<file path="config.mk">
export PLATFORM = sky130hd
export DESIGN_NAME = mii_duplex_probe
export DESIGN_NICKNAME = d
export VERILOG_FILES = /design/src/rtl/mdio_probe_pkg.sv /design/src/rtl/mdio_rd_engine.sv /design/src/rtl/mii_duplex_probe.sv
export SDC_FILE = /design/constraint.sdc
export NUM_CORES = 1
export LEC_CHECK = 0
export BUFFER_PORTS_ARGS = -buffer_cell sky130_fd_sc_hd__buf_2
export CAP_MARGIN = 20
export CORE_AREA = 3 3 115 73
export CTS_CLUSTER_SIZE = 20
export DETAILED_ROUTE_END_ITERATION = 10
export DIE_AREA = 0 0 118 76
export GPL_ROUTABILITY_DRIVEN = 1
export PLACE_DENSITY = 0.78
export SLEW_MARGIN = 0
export SYNTH_ARGS = -nofsm -noshare
export SYNTH_HDL_FRONTEND = slang
export SYNTH_SLANG_ARGS = --single-unit
</file>
<file path="constraint.sdc">
create_clock -name clk -period 3.1 [get_ports clk]
set_input_delay 0.62 -clock clk [delete_from_list [all_inputs] [get_ports clk]]
set_output_delay 0.62 -clock clk [all_outputs]
set_load 0.01 [all_outputs]
</file>
<file path="src/rtl/mdio_probe_pkg.sv">
package mdio_probe_pkg;
    localparam int PRE_BITS   = 32;
    localparam int HDR_BITS   = 16;
    localparam int RD_BITS    = 20;
    localparam int FRAME_BITS = PRE_BITS + HDR_BITS + RD_BITS;
    localparam int RD_START   = PRE_BITS + HDR_BITS;
    // start 01 / read 10, preceded by two ones
    localparam logic [5:0] HDR_PREFIX = 6'b110110;
    localparam logic [4:0] REG_STATUS  = 5'd1;
    localparam logic [4:0] REG_ADVERT  = 5'd4;
    localparam logic [4:0] REG_PARTNER = 5'd5;
    localparam logic [4:0] LAST_ADDR   = 5'd31;

    typedef enum logic [1:0] {E_IDLE, E_LOW, E_HIGH} eng_state_t;
    typedef enum logic [2:0] {
        T_IDLE, T_PROBE, T_PROBE_WAIT, T_ADV, T_ADV_WAIT, T_LPA, T_LPA_WAIT
    } ctl_state_t;
endpackage

</file>
<file path="src/rtl/mdio_rd_engine.sv">
module mdio_rd_engine
    import mdio_probe_pkg::*;
#(
    parameter int HALF = 20
) (
    input  logic        clk,
    input  logic        rst_n,
    input  logic        go,
    input  logic [4:0]  phy_addr,
    input  logic [4:0]  reg_addr,
    input  logic        mdio_i,
    output logic        mdc,
    output logic        mdio_o,
    output logic        mdio_oe,
    output logic        done,
    output logic [15:0] rdata
);
    localparam int DIV_W = $clog2(HALF + 1);
    localparam int BIT_W = $clog2(FRAME_BITS + 1);
    // samples 19..0 arrive in order; keep samples 16..1
    localparam int KEEP_LO = RD_START + 3;
    localparam int KEEP_HI = FRAME_BITS - 2;

    eng_state_t st_q, st_d;
    logic [DIV_W-1:0]    div_q;
    logic [BIT_W-1:0]    bit_q;
    logic [HDR_BITS-1:0] hdr_q;
    logic [15:0]         rx_q;
    logic                tick, last_bit;

    assign tick     = (div_q == DIV_W'(HALF - 1));
    assign last_bit = (bit_q == BIT_W'(FRAME_BITS - 1));

    always_comb begin
        st_d = st_q;
        unique case (st_q)
            E_IDLE:  if (go)   st_d = E_LOW;
            E_LOW:   if (tick) st_d = E_HIGH;
            E_HIGH:  if (tick) st_d = last_bit ? E_IDLE : E_LOW;
            default: st_d = E_IDLE;
        endcase
    end

    always_ff @(posedge clk or negedge rst_n) begin
        if (!rst_n) st_q <= E_IDLE;
        else        st_q <= st_d;
    end

    always_ff @(posedge clk or negedge rst_n) begin
        if (!rst_n) begin
            div_q <= '0;
            bit_q <= '0;
            hdr_q <= '0;
            rx_q  <= '0;
            mdc   <= 1'b0;
            done  <= 1'b0;
        end else begin
            done  <= 1'b0;
            mdc   <= (st_d == E_HIGH);
            div_q <= (st_q == E_IDLE || tick) ? '0 : div_q + 1'b1;
            if (st_q == E_IDLE && go) begin
                bit_q <= '0;
                hdr_q <= {HDR_PREFIX, phy_addr, reg_addr};
            end
            // sample on the rising edge of mdc
            if (st_q == E_LOW && tick && bit_q >= BIT_W'(KEEP_LO)
                && bit_q <= BIT_W'(KEEP_HI))
                rx_q <= {rx_q[14:0], mdio_i};
            if (st_q == E_HIGH && tick) begin
                bit_q <= bit_q + 1'b1;
                if (bit_q >= BIT_W'(PRE_BITS))
                    hdr_q <= {hdr_q[HDR_BITS-2:0], 1'b0};
                if (last_bit) done <= 1'b1;
            end
        end
    end

    assign mdio_oe = (st_q != E_IDLE) && (bit_q < BIT_W'(RD_START));
    assign mdio_o  = mdio_oe && ((bit_q < BIT_W'(PRE_BITS)) || hdr_q[HDR_BITS-1]);
    assign rdata   = rx_q;

    // the clock only moves after a full half period
    p_mdc_phase_r2: assert property (@(posedge clk) disable iff (!rst_n)
        !$stable(mdc) |-> $past(div_q) == DIV_W'(HALF - 1));
    // the data line is released only while the clock is low
    p_release_low_r4: assert property (@(posedge clk) disable iff (!rst_n)
        $fell(mdio_oe) |-> !mdc);
endmodule

</file>
<file path="src/rtl/mii_duplex_probe.sv">
module mii_duplex_probe
    import mdio_probe_pkg::*;
#(
    parameter int CLK_HZ     = 100_000_000,
    parameter int MDC_MAX_HZ = 2_500_000,
    parameter int MAX_PHYS   = 4
) (
    input  logic        clk,
    input  logic        rst_n,
    input  logic        start,
    input  logic        dup_lock,
    input  logic        mdio_i,
    output logic        mdc,
    output logic        mdio_o,
    output logic        mdio_oe,
    output logic        busy,
    output logic [4:0]  phy_first,
    output logic [2:0]  phy_count,
    output logic [15:0] adv_word,
    output logic        full_duplex,
    output logic        duplex_changed,
    output logic        no_phy
);
    localparam int HALF = (CLK_HZ + 2 * MDC_MAX_HZ - 1) / (2 * MDC_MAX_HZ);

    ctl_state_t st_q, st_d;
    logic [4:0]  addr_q;
    logic        eng_go, eng_done;
    logic [4:0]  eng_phy, eng_reg;
    logic [15:0] eng_data, negotiated;
    logic        present, last_addr, full_cap, resolved;

    assign present    = (eng_data != 16'hFFFF) && (eng_data != 16'h0000);
    assign last_addr  = (addr_q == LAST_ADDR);
    assign full_cap   = (phy_count == 3'(MAX_PHYS));
    assign negotiated = eng_data & adv_word;
    assign resolved   = negotiated[8] || (negotiated[8:6] == 3'b001);

    always_comb begin
        st_d = st_q;
        unique case (st_q)
            T_IDLE:       if (start) st_d = T_PROBE;
            T_PROBE:      st_d = T_PROBE_WAIT;
            T_PROBE_WAIT: if (eng_done) begin
                if (present)                  st_d = T_ADV;
                else if (!last_addr)          st_d = T_PROBE;
                else if (phy_count != 3'd0)   st_d = T_LPA;
                else                          st_d = T_IDLE;
            end
            T_ADV:        st_d = T_ADV_WAIT;
            T_ADV_WAIT:   if (eng_done) st_d = (full_cap || last_addr) ? T_LPA : T_PROBE;
            T_LPA:        st_d = T_LPA_WAIT;
            T_LPA_WAIT:   if (eng_done) st_d = T_IDLE;
            default:      st_d = T_IDLE;
        endcase
    end

    always_ff @(posedge clk or negedge rst_n) begin
        if (!rst_n) st_q <= T_IDLE;
        else        st_q <= st_d;
    end

    always_ff @(posedge clk or negedge rst_n) begin
        if (!rst_n) begin
            addr_q         <= 5'd1;
            phy_first      <= '0;
            phy_count      <= '0;
            adv_word       <= '0;
            full_duplex    <= 1'b0;
            duplex_changed <= 1'b0;
            no_phy         <= 1'b0;
        end else begin
            duplex_changed <= 1'b0;
            unique case (st_q)
                T_IDLE: if (start) begin
                    addr_q    <= 5'd1;
                    phy_first <= '0;
                    phy_count <= '0;
                    adv_word  <= '0;
                    no_phy    <= 1'b0;
                end
                T_PROBE_WAIT: if (eng_done) begin
                    if (present) begin
                        phy_count <= phy_count + 1'b1;
                        if (phy_count == 3'd0) phy_first <= addr_q;
                    end else if (!last_addr) begin
                        addr_q <= addr_q + 1'b1;
                    end else if (phy_count == 3'd0) begin
                        no_phy <= 1'b1;
                    end
                end
                T_ADV_WAIT: if (eng_done) begin
                    adv_word <= eng_data;
                    if (!full_cap && !last_addr) addr_q <= addr_q + 1'b1;
                end
                T_LPA_WAIT: if (eng_done && !dup_lock && eng_data != 16'hFFFF
                                && resolved != full_duplex) begin
                    full_duplex    <= resolved;
                    duplex_changed <= 1'b1;
                end
                default: ;
            endcase
        end
    end

    assign busy    = (st_q != T_IDLE);
    assign eng_go  = (st_q == T_PROBE) || (st_q == T_ADV) || (st_q == T_LPA);
    assign eng_phy = (st_q == T_LPA) ? phy_first : addr_q;
    assign eng_reg = (st_q == T_LPA) ? REG_PARTNER :
                     (st_q == T_ADV) ? REG_ADVERT : REG_STATUS;

    mdio_rd_engine #(.HALF(HALF)) u_eng (
        .clk      (clk),
        .rst_n    (rst_n),
        .go       (eng_go),
        .phy_addr (eng_phy),
        .reg_addr (eng_reg),
        .mdio_i   (mdio_i),
        .mdc      (mdc),
        .mdio_o   (mdio_o),
        .mdio_oe  (mdio_oe),
        .done     (eng_done),
        .rdata    (eng_data)
    );

    p_oe_busy_r4: assert property (@(posedge clk) disable iff (!rst_n)
        mdio_oe |-> busy);
    p_count_cap_r5: assert property (@(posedge clk) disable iff (!rst_n)
        phy_count <= 3'(MAX_PHYS));
    p_first_valid_r6: assert property (@(posedge clk) disable iff (!rst_n)
        (phy_count != 3'd0) |-> (phy_first != 5'd0));
    p_nophy_empty_r8: assert property (@(posedge clk) disable iff (!rst_n)
        no_phy |-> (phy_count == 3'd0));
    p_lock_hold_r10: assert property (@(posedge clk) disable iff (!rst_n)
        $past(dup_lock) |-> $stable(full_duplex));
    p_chg_single_r11: assert property (@(posedge clk) disable iff (!rst_n)
        duplex_changed |=> !duplex_changed);
    p_chg_flip_r11: assert property (@(posedge clk) disable iff (!rst_n)
        duplex_changed |-> (full_duplex != $past(full_duplex)));
    p_quiet_flip_r11: assert property (@(posedge clk) disable iff (!rst_n)
        !duplex_changed |-> $stable(full_duplex));
endmodule

</file>
# Word-level counts from Yosys, hierarchy flattened
# Index checks and enable logic that the tools add are counted.
[word_totals]
out_inout_bits = 31
inputBits = 5
wordCells = 142
reg_bits = 83
[classes]
add_sub_neg = 4
n_eq_ne = 26
mux = 52
n_lt_le_gt_ge = 5
bitwise_logic = 1
n_reduce_logical = 39
[op_table]
columns = ["cell", "count"]
rows = [
  ["two-way mux 16 bit", 5],
  ["two-way mux 5 bit", 12],
  ["two-way mux 3 bit", 13],
  ["case mux 16 bit (2 select lines)", 1],
  ["case mux 3 bit (7 select lines)", 1],
  ["!= test 16 bit (second input constant)", 1],
  ["nonzero test 16 bit", 1],
  ["case mux 5 bit (3 select lines)", 1],
  ["greater-or-equal comparator 7 x 6 -> 1 bit (second input constant)", 2],
  ["< comparator 7 x 6 -> 1 bit (second input constant)", 2],
  ["two-way mux 7 bit", 2],
  ["!= test 2 bit (second input constant)", 7],
  ["== test 3 bit (second input constant)", 4],
  ["logical AND 1 bit", 12],
  ["adder 5 x 1 -> 5 bit (second input constant)", 2],
  ["== test 5 bit (second input constant)", 2],
  ["two-way mux 1 bit", 10],
  ["case mux 5 bit (2 select lines)", 1],
  ["AND 9 bit", 1],
  ["nonzero test 3 bit", 3],
  ["AND reduction 4 bit", 2],
  ["nonzero test 2 bit", 4],
  ["adder 7 x 1 -> 7 bit (second input constant)", 1],
  ["== test 7 bit (second input constant)", 1],
  ["21 further kinds", 36],
]

# Depth between registers and ports, before layout
# Gate-level depths: netlist of run 1.
[depth]
depth_word = 7
mapped_depth = 8
ltp_nobuf = 8

# Hierarchy
# Synthesis of run 1 repeated with hierarchy kept, for this count alone.
[hier_totals]
cells_unflattened = 400
hier_area_um2 = 4042.6
[by_module_without_submodules]
columns = ["module", "n_inst", "cells_each", "area_each_um2", "seq_area_each_um2"]
rows = [
  ["mdio_rd_engine", 1, 188, 2153.3, 1201.2],
  ["mii_duplex_probe", 1, 212, 1889.3, 877.1],
]

# Worst setup path before layout of run 1
# OpenSTA, ideal clock, no wires.
[synth_timing]
path_type = "register -> register"
start = "register addr_q[1]"
end = "register addr_q[3]"
synth_period_minus_slack_ns = 2.234
setup_ns = 0.104
required_ns = 2.996
n_path_buf = 0
slack_ns = 0.866
stages_incl_launch_ff = 9
t_arrival_ns = 2.130
path_cell_list = "dfrtp_1 ha_1 and3_1 ha_1 a211oi_1 nor2_1 or3_4 or2_4 o41ai_2"
[synth_between]
elab_chain_len = 5
elab_cells_between_ends = 13
classes_between = "add/sub: 1; eq/ne: 3; mux: 6; reduce/logical: 3"
[synth_lines]
columns = ["item", "line_no", "rtl"]
rows = [
  ["from (decl)", "mii_duplex_probe.sv:27", "logic [4:0] addr_q;"],
  ["from (signal assigned)", "mii_duplex_probe.sv:87", "addr_q <= addr_q + 1'b1;"],
  ["from (signal assigned)", "mii_duplex_probe.sv:94", "if (!full_cap && !last_addr) addr_q <= addr_q + 1'b1;"],
  ["adder 5 x 1 -> 5 bit or == test 5 bit (tied branches)", "mii_duplex_probe.sv:87, mii_duplex_probe.sv:94, mii_duplex_probe.sv:34", ""],
  ["two-way mux 5 bit or logical NOT 1 bit (tied branches)", "mii_duplex_probe.sv:86, mii_duplex_probe.sv:94", ""],
  ["two-way mux 5 bit or logical AND 1 bit (tied branches)", "mii_duplex_probe.sv:83, mii_duplex_probe.sv:94", ""],
  ["two-way mux 5 bit or != test 2 bit (tied branches)", "-", ""],
  ["case mux 5 bit (3 select lines) or AND reduction 7 bit (tied branches)", "-", ""],
]
# Several ways; a longest one is shown, not always the timed one. The select of a mux whose other input is x is not followed.
# A chain may end at the register's enable or synchronous reset.

# Worst setup path in the final report of run 1
# Same ends and word-level chain as after synthesis.

==> metrics.txt, run 1 <==
outcome=finished, final reports clean; vias in the first global route=3154; share of cells above drive strength 1=0.1615; post-synthesis cell type count=52; nets=459; Hold Crit Class=in2async; Overflow after GRT=0; Hold Fails Final Rpt=0; Worst setup EP type=register; CTS Buffer Depth=2; Starting Density=0.5497; RePlAce Congestion=0.9348; critical path required time=3.34 ns; Core ar.=7297 sq um; Via Count=3238; post-CTS resize count=0; Num CTS Buffers=9; first-pass GRT wire length=15690 microns; Initial DRC Count=259; port bufs=35; Adder-Cell Fraction of Synth Area=0.02183; worst path arrival time=2.64 ns; CP Launch Point=addr_q[1]; Worst IR Drop VDD=390.8 uV; Clock Sinks=83; FFs w/ async S/R, synth=1.000; worst r2r src=addr_q[1]; fin crit share=0.7743; Worst-Margin Slew=0.7727 ns; Buf/Inv on CP=0; Chip Height=76 microns; final setup fails=0; Synth Area in Compound Gates=0.1126; Achievable Freq=416.6 MHz; Die Footprint=8968 sq um; xor and xnor area share after synthesis=0.01092; largest net degree at the start of global routing=84; TritonCTS clock tree=yes; Setup TNS=0 ns; Max Slew Vio Count=0; n_diodes=0; CP max stage cell=dfrtp_1; Area Overhead vs Synth=14.13%; Clock Latency Late Sink=0.34 ns; synthesized area=4011 sq um; ys flop type=dfrtp_1; H-tree depth=3; Final ANT Viol Nets=0; Cell Area, Placed=4245 sq um; Pre-Repair DR Iteration Count=7; Final Skew=0.01056 ns; residual DRC count=0; slowest cell delay on critical path=0.42 ns; max cap viols=0; most frequent cell on the critical path=ha_1; sequential area share after synthesis=0.5181; EDFF count, synth=0; Total Routed Length=8855 microns; Avg Cell Area, Syn=9.620 sq um; std cell rows=24; Rel. slew slack=0.4834; Detail Placement HPWL=5949 microns; Leak Pwr=2.257 nW; largest fanout on the critical path=6; die width=118 microns; post-synthesis mux area share=0.07049; Worst-path clk slew=0.06 ns; Mapped Cells=417; largest family of logic cells by synthesized area=simple AND/OR/NAND/NOR gates; vias per cell=5.824; Power per Cell Area=480.7 nW/um^2; hold buffer count at cts=0; Routed WL per cell=15.93 microns; worst path cell trace=ha_1, and3_1, ha_1, a211oi_1, nor2_1, or3_4, or2_4, o41ai_2; initial antenna violation count=0; hold slack=0.1170 ns; syn nets=429; I/O Pins=36; simple-gate share of the synthesized area=0.2383; All-Layer GR Usage=0.2165; setup repair bufs after CTS=0; Ys Warns=0; design area=4578 sq um; Root Buffer=clkbuf_16; Synth Register Bits=83; WS Path Type=reg2reg; RSZ-0062 raised after global routing=false; Startpoint Class=register; CP delay by family, top=simple AND/OR/NAND/NOR gates; min cycle time layout=2.400 ns
[path summary, 6_finish.rpt]
check / to / slack (ns) / depth (start not counted)
worst min register to register: adv_word[12] / 0.46 / 2
min in group clk: adv_word[12] / 0.46 / 2
worst max-delay path: addr_q[3] / 0.70 / 8
worst min-delay path: full_duplex / 0.12 / 1
max in group asynchronous: adv_word[1] / 2.40 / 2
worst max register to register: addr_q[3] / 0.70 / 8
[power by group]
group          internal (mW)  switching, mW
combinational        0.00812         0.0255
sequential              1.08        0.00102
clock                  0.649          0.433
total                   1.74          0.460
[layout by cell type, fill, tap and decap left out, drive strengths merged, types with 4 or more instances in the layout]
cell type | netlist | routed
o21ai | 36 | 36
and3 | 4 | 4
nor3b | 6 | 6
inv | 6 | 6
ha | 7 | 7
buf | 4 | 38
a21oi | 19 | 19
and2 | 4 | 4
mux2i | 8 | 8
nand3 | 29 | 29
dfrtp | 82 | 82
nor4 | 7 | 7
nand4 | 5 | 5
nand2 | 87 | 87
nor3 | 4 | 4
nand3b | 4 | 4
clkbuf | 15 | 11
nor2b | 5 | 5
mux2 | 18 | 18
nor2 | 28 | 28
[per-stage QoR]
stage	worst slack (ns)	std cells	total power [mW]	utilization
after detailed placement	0.7136	539	1.135	0.5818
after floorplan	0.8660	417	1.109	-
after global placement	0.7832	539	1.135	0.5818
after CTS	0.7207	555	2.216	0.6236
final	0.6998	556	2.201	0.6274
after global routing	0.5761	556	2.272	0.6274
[sequential cells by signal (all words and copies together), names as in the netlist]
| register | flops |
|---|---|
| phy_first | 5 |
| u_eng.rdata | 16 |
| full_duplex | 1 |
| st_q | 3 |
| u_eng.st_q | 2 |
| u_eng.hdr_q | 16 |
| adv_word | 16 |
| addr_q | 5 |
| u_eng.mdc | 1 |
| no_phy | 1 |
| phy_count | 3 |
| duplex_changed | 1 |
| u_eng.done | 1 |
| u_eng.div_q | 5 |
| u_eng.bit_q | 7 |
[area by class of cell]
class	instances	area [sq um]
Timing Repair Buffer	38	220.2
Clock buffer	11	242.7
Multi-Input combinational cell	309	1822
Tap cell	104	130.1
Fill cell	605	2719
Sequential cell	83	2078
Clock inverter	5	62.56
Inverter	6	22.52
[cell usage after synthesis (all sizes together), types with 2 or more instances]
cell type / count / area (sq um)
nand3: 29 / 145.1
inv: 6 / 22.52
dfrtp: 82 / 2052
or2: 2 / 15.02
a22oi: 2 / 15.01
or3: 2 / 17.52
ha: 7 / 87.58
clkbuf: 15 / 56.30
xor2: 2 / 17.52
nor3b: 6 / 50.05
nand2: 87 / 326.6
o21a: 3 / 22.52
nor3: 4 / 31.28
buf: 4 / 32.53
nand2b: 2 / 12.51
nand3b: 4 / 30.03
mux2: 18 / 202.7
mux2i: 8 / 80.08
nand4: 5 / 31.28
a21oi: 19 / 95.09
o31ai: 3 / 22.52
and2: 4 / 25.02
xnor2: 3 / 26.28
nor2: 28 / 105.1
o22ai: 3 / 18.77
a21o: 2 / 15.01
and3: 4 / 25.02
a211o: 2 / 17.52
o21ai: 36 / 180.2
nor2b: 5 / 31.28
nor4: 7 / 58.81
[metal layers]
metal  wire length, microns  vias up  global-route usage
met2                   3866      111              0.3163
met1                   4244     1581              0.3045
li1                       -     1528                   -
met5                      0        -                   0
met3                    629       18             0.07715
met4                    115        0             0.06667
[cells by family after synthesis]
| group | after synthesis |
|---|---|
| xor+xnor | 5 |
| buf+inv | 25 |
| mux | 26 |
| flops | 83 |
| simple gates | 194 |
| fa+ha+maj | 7 |
| compound gates | 77 |
Power figures use the tool's default switching activity.
==> inputs of run 2 (changes only) <==
ABC_AREA = 1   (was unset)
CORE_AREA = 3 3 118 75   (was 3 3 115 73)
DIE_AREA = 0 0 121 78   (was 0 0 118 76)
PLACE_DENSITY = 0.8   (was 0.78)
clock period = 1.9 ns   (was 3.1 ns; I/O delays follow)
==> run 2 against run 1 <==
Compared with the run above: non-clock buffer count up 6; global-route usage down 2.0 points; synthesized cell count rose by 23%; clock skew down 0.0035 ns; die area up 5.2%; clock-buffer cell count up 1; clock power grew 63%; total power up 62%; setup slack got worse by 0.65 ns.
==> metrics.txt, run 2 <==
outcome=finished, final reports clean; I/O Pins=36 (unchanged); CTS Buffer Depth=2 (unchanged); Hold Fails Final Rpt=0 (unchanged); critical path required time=2.12 ns (-1.22 ns); worst path cell trace=ha_4, nand2_1, nor2_1, ha_2, inv_1, nand2_1, nand2_1, nand3_2, nor2_4, nand2_4, nand2_1, o21ai_1; most frequent cell on the critical path=nand2_1; FFs w/ async S/R, synth=1.000 (unchanged); Initial DRC Count=298 (+15%); Starting Density=0.5406 (-0.009163); ys flop type=dfrtp_1; Hold Crit Class=in2async; vias in the first global route=3151 (-0.095%); Total Routed Length=8895 microns (+0.45%); slowest cell delay on critical path=0.48 ns (+0.06 ns); n_diodes=0 (unchanged); most common cell after layout, fill and taps aside=nand2_1; Power per Cell Area=738.4 nW/um^2 (+54%); vias per cell=5.179 (-11%); Overflow after GRT=0 (unchanged); Buf/Inv on CP=1 (+1); syn nets=526 (+23%); Rel. slew slack=0.3340 (-0.1494); Achievable Freq=541.8 MHz (+30%); Num CTS Buffers=9 (unchanged); share of cells above drive strength 1=0.1975 (+0.03600); min cycle time layout=1.846 ns (-0.5544 ns); synthesized area=4210 sq um (+5.0%); Synth Register Bits=83 (unchanged); Chip Height=78 microns (+2.6%); initial antenna violation count=0 (unchanged); largest net degree at the start of global routing=84 (unchanged); GR peak layer=met1; Area Overhead vs Synth=15.01%; share of the synthesized area in the top cell type=0.4874 (-0.02417); port bufs=35 (unchanged); first-pass GRT wire length=14810 microns (-5.6%); final setup fails=0 (unchanged); commonest non-fill, non-tap cells in the layout=nand2_1, dfrtp_1, inv_1; Leak Pwr=2.475 nW (+9.7%); Pre-Repair DR Iteration Count=5 (-2); All-Layer GR Usage=0.1970 (-0.01955); CP max stage cell=dfrtp_1; Die Footprint=9438 sq um (+5.2%); die width=121 microns (+2.5%); global-route met2 utilization=0.2881 (-0.02824); Ys Warns=0 (unchanged); std cell rows=25 (+4.2%); Setup TNS=0 ns (unchanged); fin util=0.6217 (-0.005714); Max Slew Vio Count=0 (unchanged); RePlAce Congestion=0.9110 (-2.5%); Via Count=3470 (+7.2%); Worst IR Drop VDD=443.0 uV (+13%); count leader, synth=nand2_1; EDFF count, synth=0 (unchanged); largest fanout on the critical path=5 (-1); nets=571 (+24%); Detail Placement HPWL=6056 microns (+1.8%); routing usage on met3=0.06191 (-0.01524); CP delay by family, top=simple AND/OR/NAND/NOR gates; Worst setup EP type=register; TritonCTS clock tree=yes; Worst-Margin Slew=0.9989 ns (+0.2262 ns); Startpoint Class=register; Avg Cell Area, Syn=8.191 sq um (-15%); fin crit share=0.9715 (+0.1972); WS Path Type=reg2reg; Mapped Cells=514 (+23%); Clock Sinks=83 (unchanged); Core ar.=7789 sq um (+6.7%); Worst-path clk slew=0.06 ns (about the same); worst path arrival time=2.06 ns (-0.58 ns); max cap viols=0 (unchanged); Final Skew=0.007021 ns (-0.003538 ns); H-tree depth=3 (unchanged); Root Buffer=clkbuf_16; sequential area share after synthesis=0.4936 (-0.02448); Clock Latency Late Sink=0.33 ns (about the same); most common library cells after synthesis=nand2_1, dfrtp_1, inv_1; hold buffer count at cts=0 (unchanged); residual DRC count=0 (unchanged); Routed WL per cell=13.28 microns (-17%); # fillers=637 (+5.3%); post-synthesis cell type count=33 (-37%); M1 GR Usage=0.2882 (-0.01628); Area contributors post-synth=dfrtp_1, nand2_1, inv_1; Final ANT Viol Nets=0 (unchanged); cell accounting for the most synthesized area=dfrtp_1
-- run 2: kinds of logic after synthesis --
logic type               synth area share
flip-flops                         0.4936
XOR/XNOR                         0.008322
buffers and inverters              0.1004
adder cells (fa/ha/maj)           0.02080
AO/OA/AOI/OAI                      0.1296
AND/OR/NAND/NOR                    0.2472
-- run 2: repair_timing --
item                       CTS  global route
setup buffers                0             1
resized for setup            0             6
setup endpoints to repair    0            20
-- run 2: layout make-up --
cell class,instances,area [sq um],area share
Tap cell,108,135.1,0.02791
Clock inverter,2,35.03,0.007235
Timing Repair Buffer,44,257.7,0.05323
Sequential cell,83,2078,0.4292
Multi-Input combinational cell,337,1752,0.3618
Inverter,84,317.8,0.06563
Clock buffer,12,266.5,0.05504
-- run 2: final timing paths --
kind                                start        endpoint  cells after the start  slack [ns]
setup / recovery                addr_q[1]       addr_q[1]                     12        0.05
hold / removal                      rst_n  u_eng.bit_q[1]                      2        0.08
setup reg to reg                addr_q[1]       addr_q[1]                     12        0.05
hold reg to reg            u_eng.div_q[0]  u_eng.div_q[0]                      1        0.46
max in group asynchronous           rst_n       addr_q[0]                      2        1.47
min in group clk                   mdio_i  u_eng.rdata[0]                      3        0.29
-- run 2: report_power, final --
part | switching, mW | internal, mW
registers | 0.000454 | 1.77
clock network | 0.651 | 1.11
logic | 0.0376 | 0.00942
total | 0.689 | 2.89
-- run 2: metal layers --
metal,wire [microns],vias to the layer above
met5,0,-
met4,80,0
met3,695,13
met2,3825,129
met1,4292,1604
li1,-,1724
-- run 2: metrics by stage --
step	power (mW)	area [sq um]	setup WS, ns	hold slack (ns)	cells
after floorplan	1.805	4210	0.2933	0.08441	514
after global placement	1.851	4491	0.2185	0.4499	653
after detailed placement	1.852	4491	0.1196	0.4472	653
after CTS	3.603	4792	0.04487	0.09701	667
after global routing	3.685	4842	-0.02111	0.1096	670
final	3.576	4842	0.05419	0.07882	670
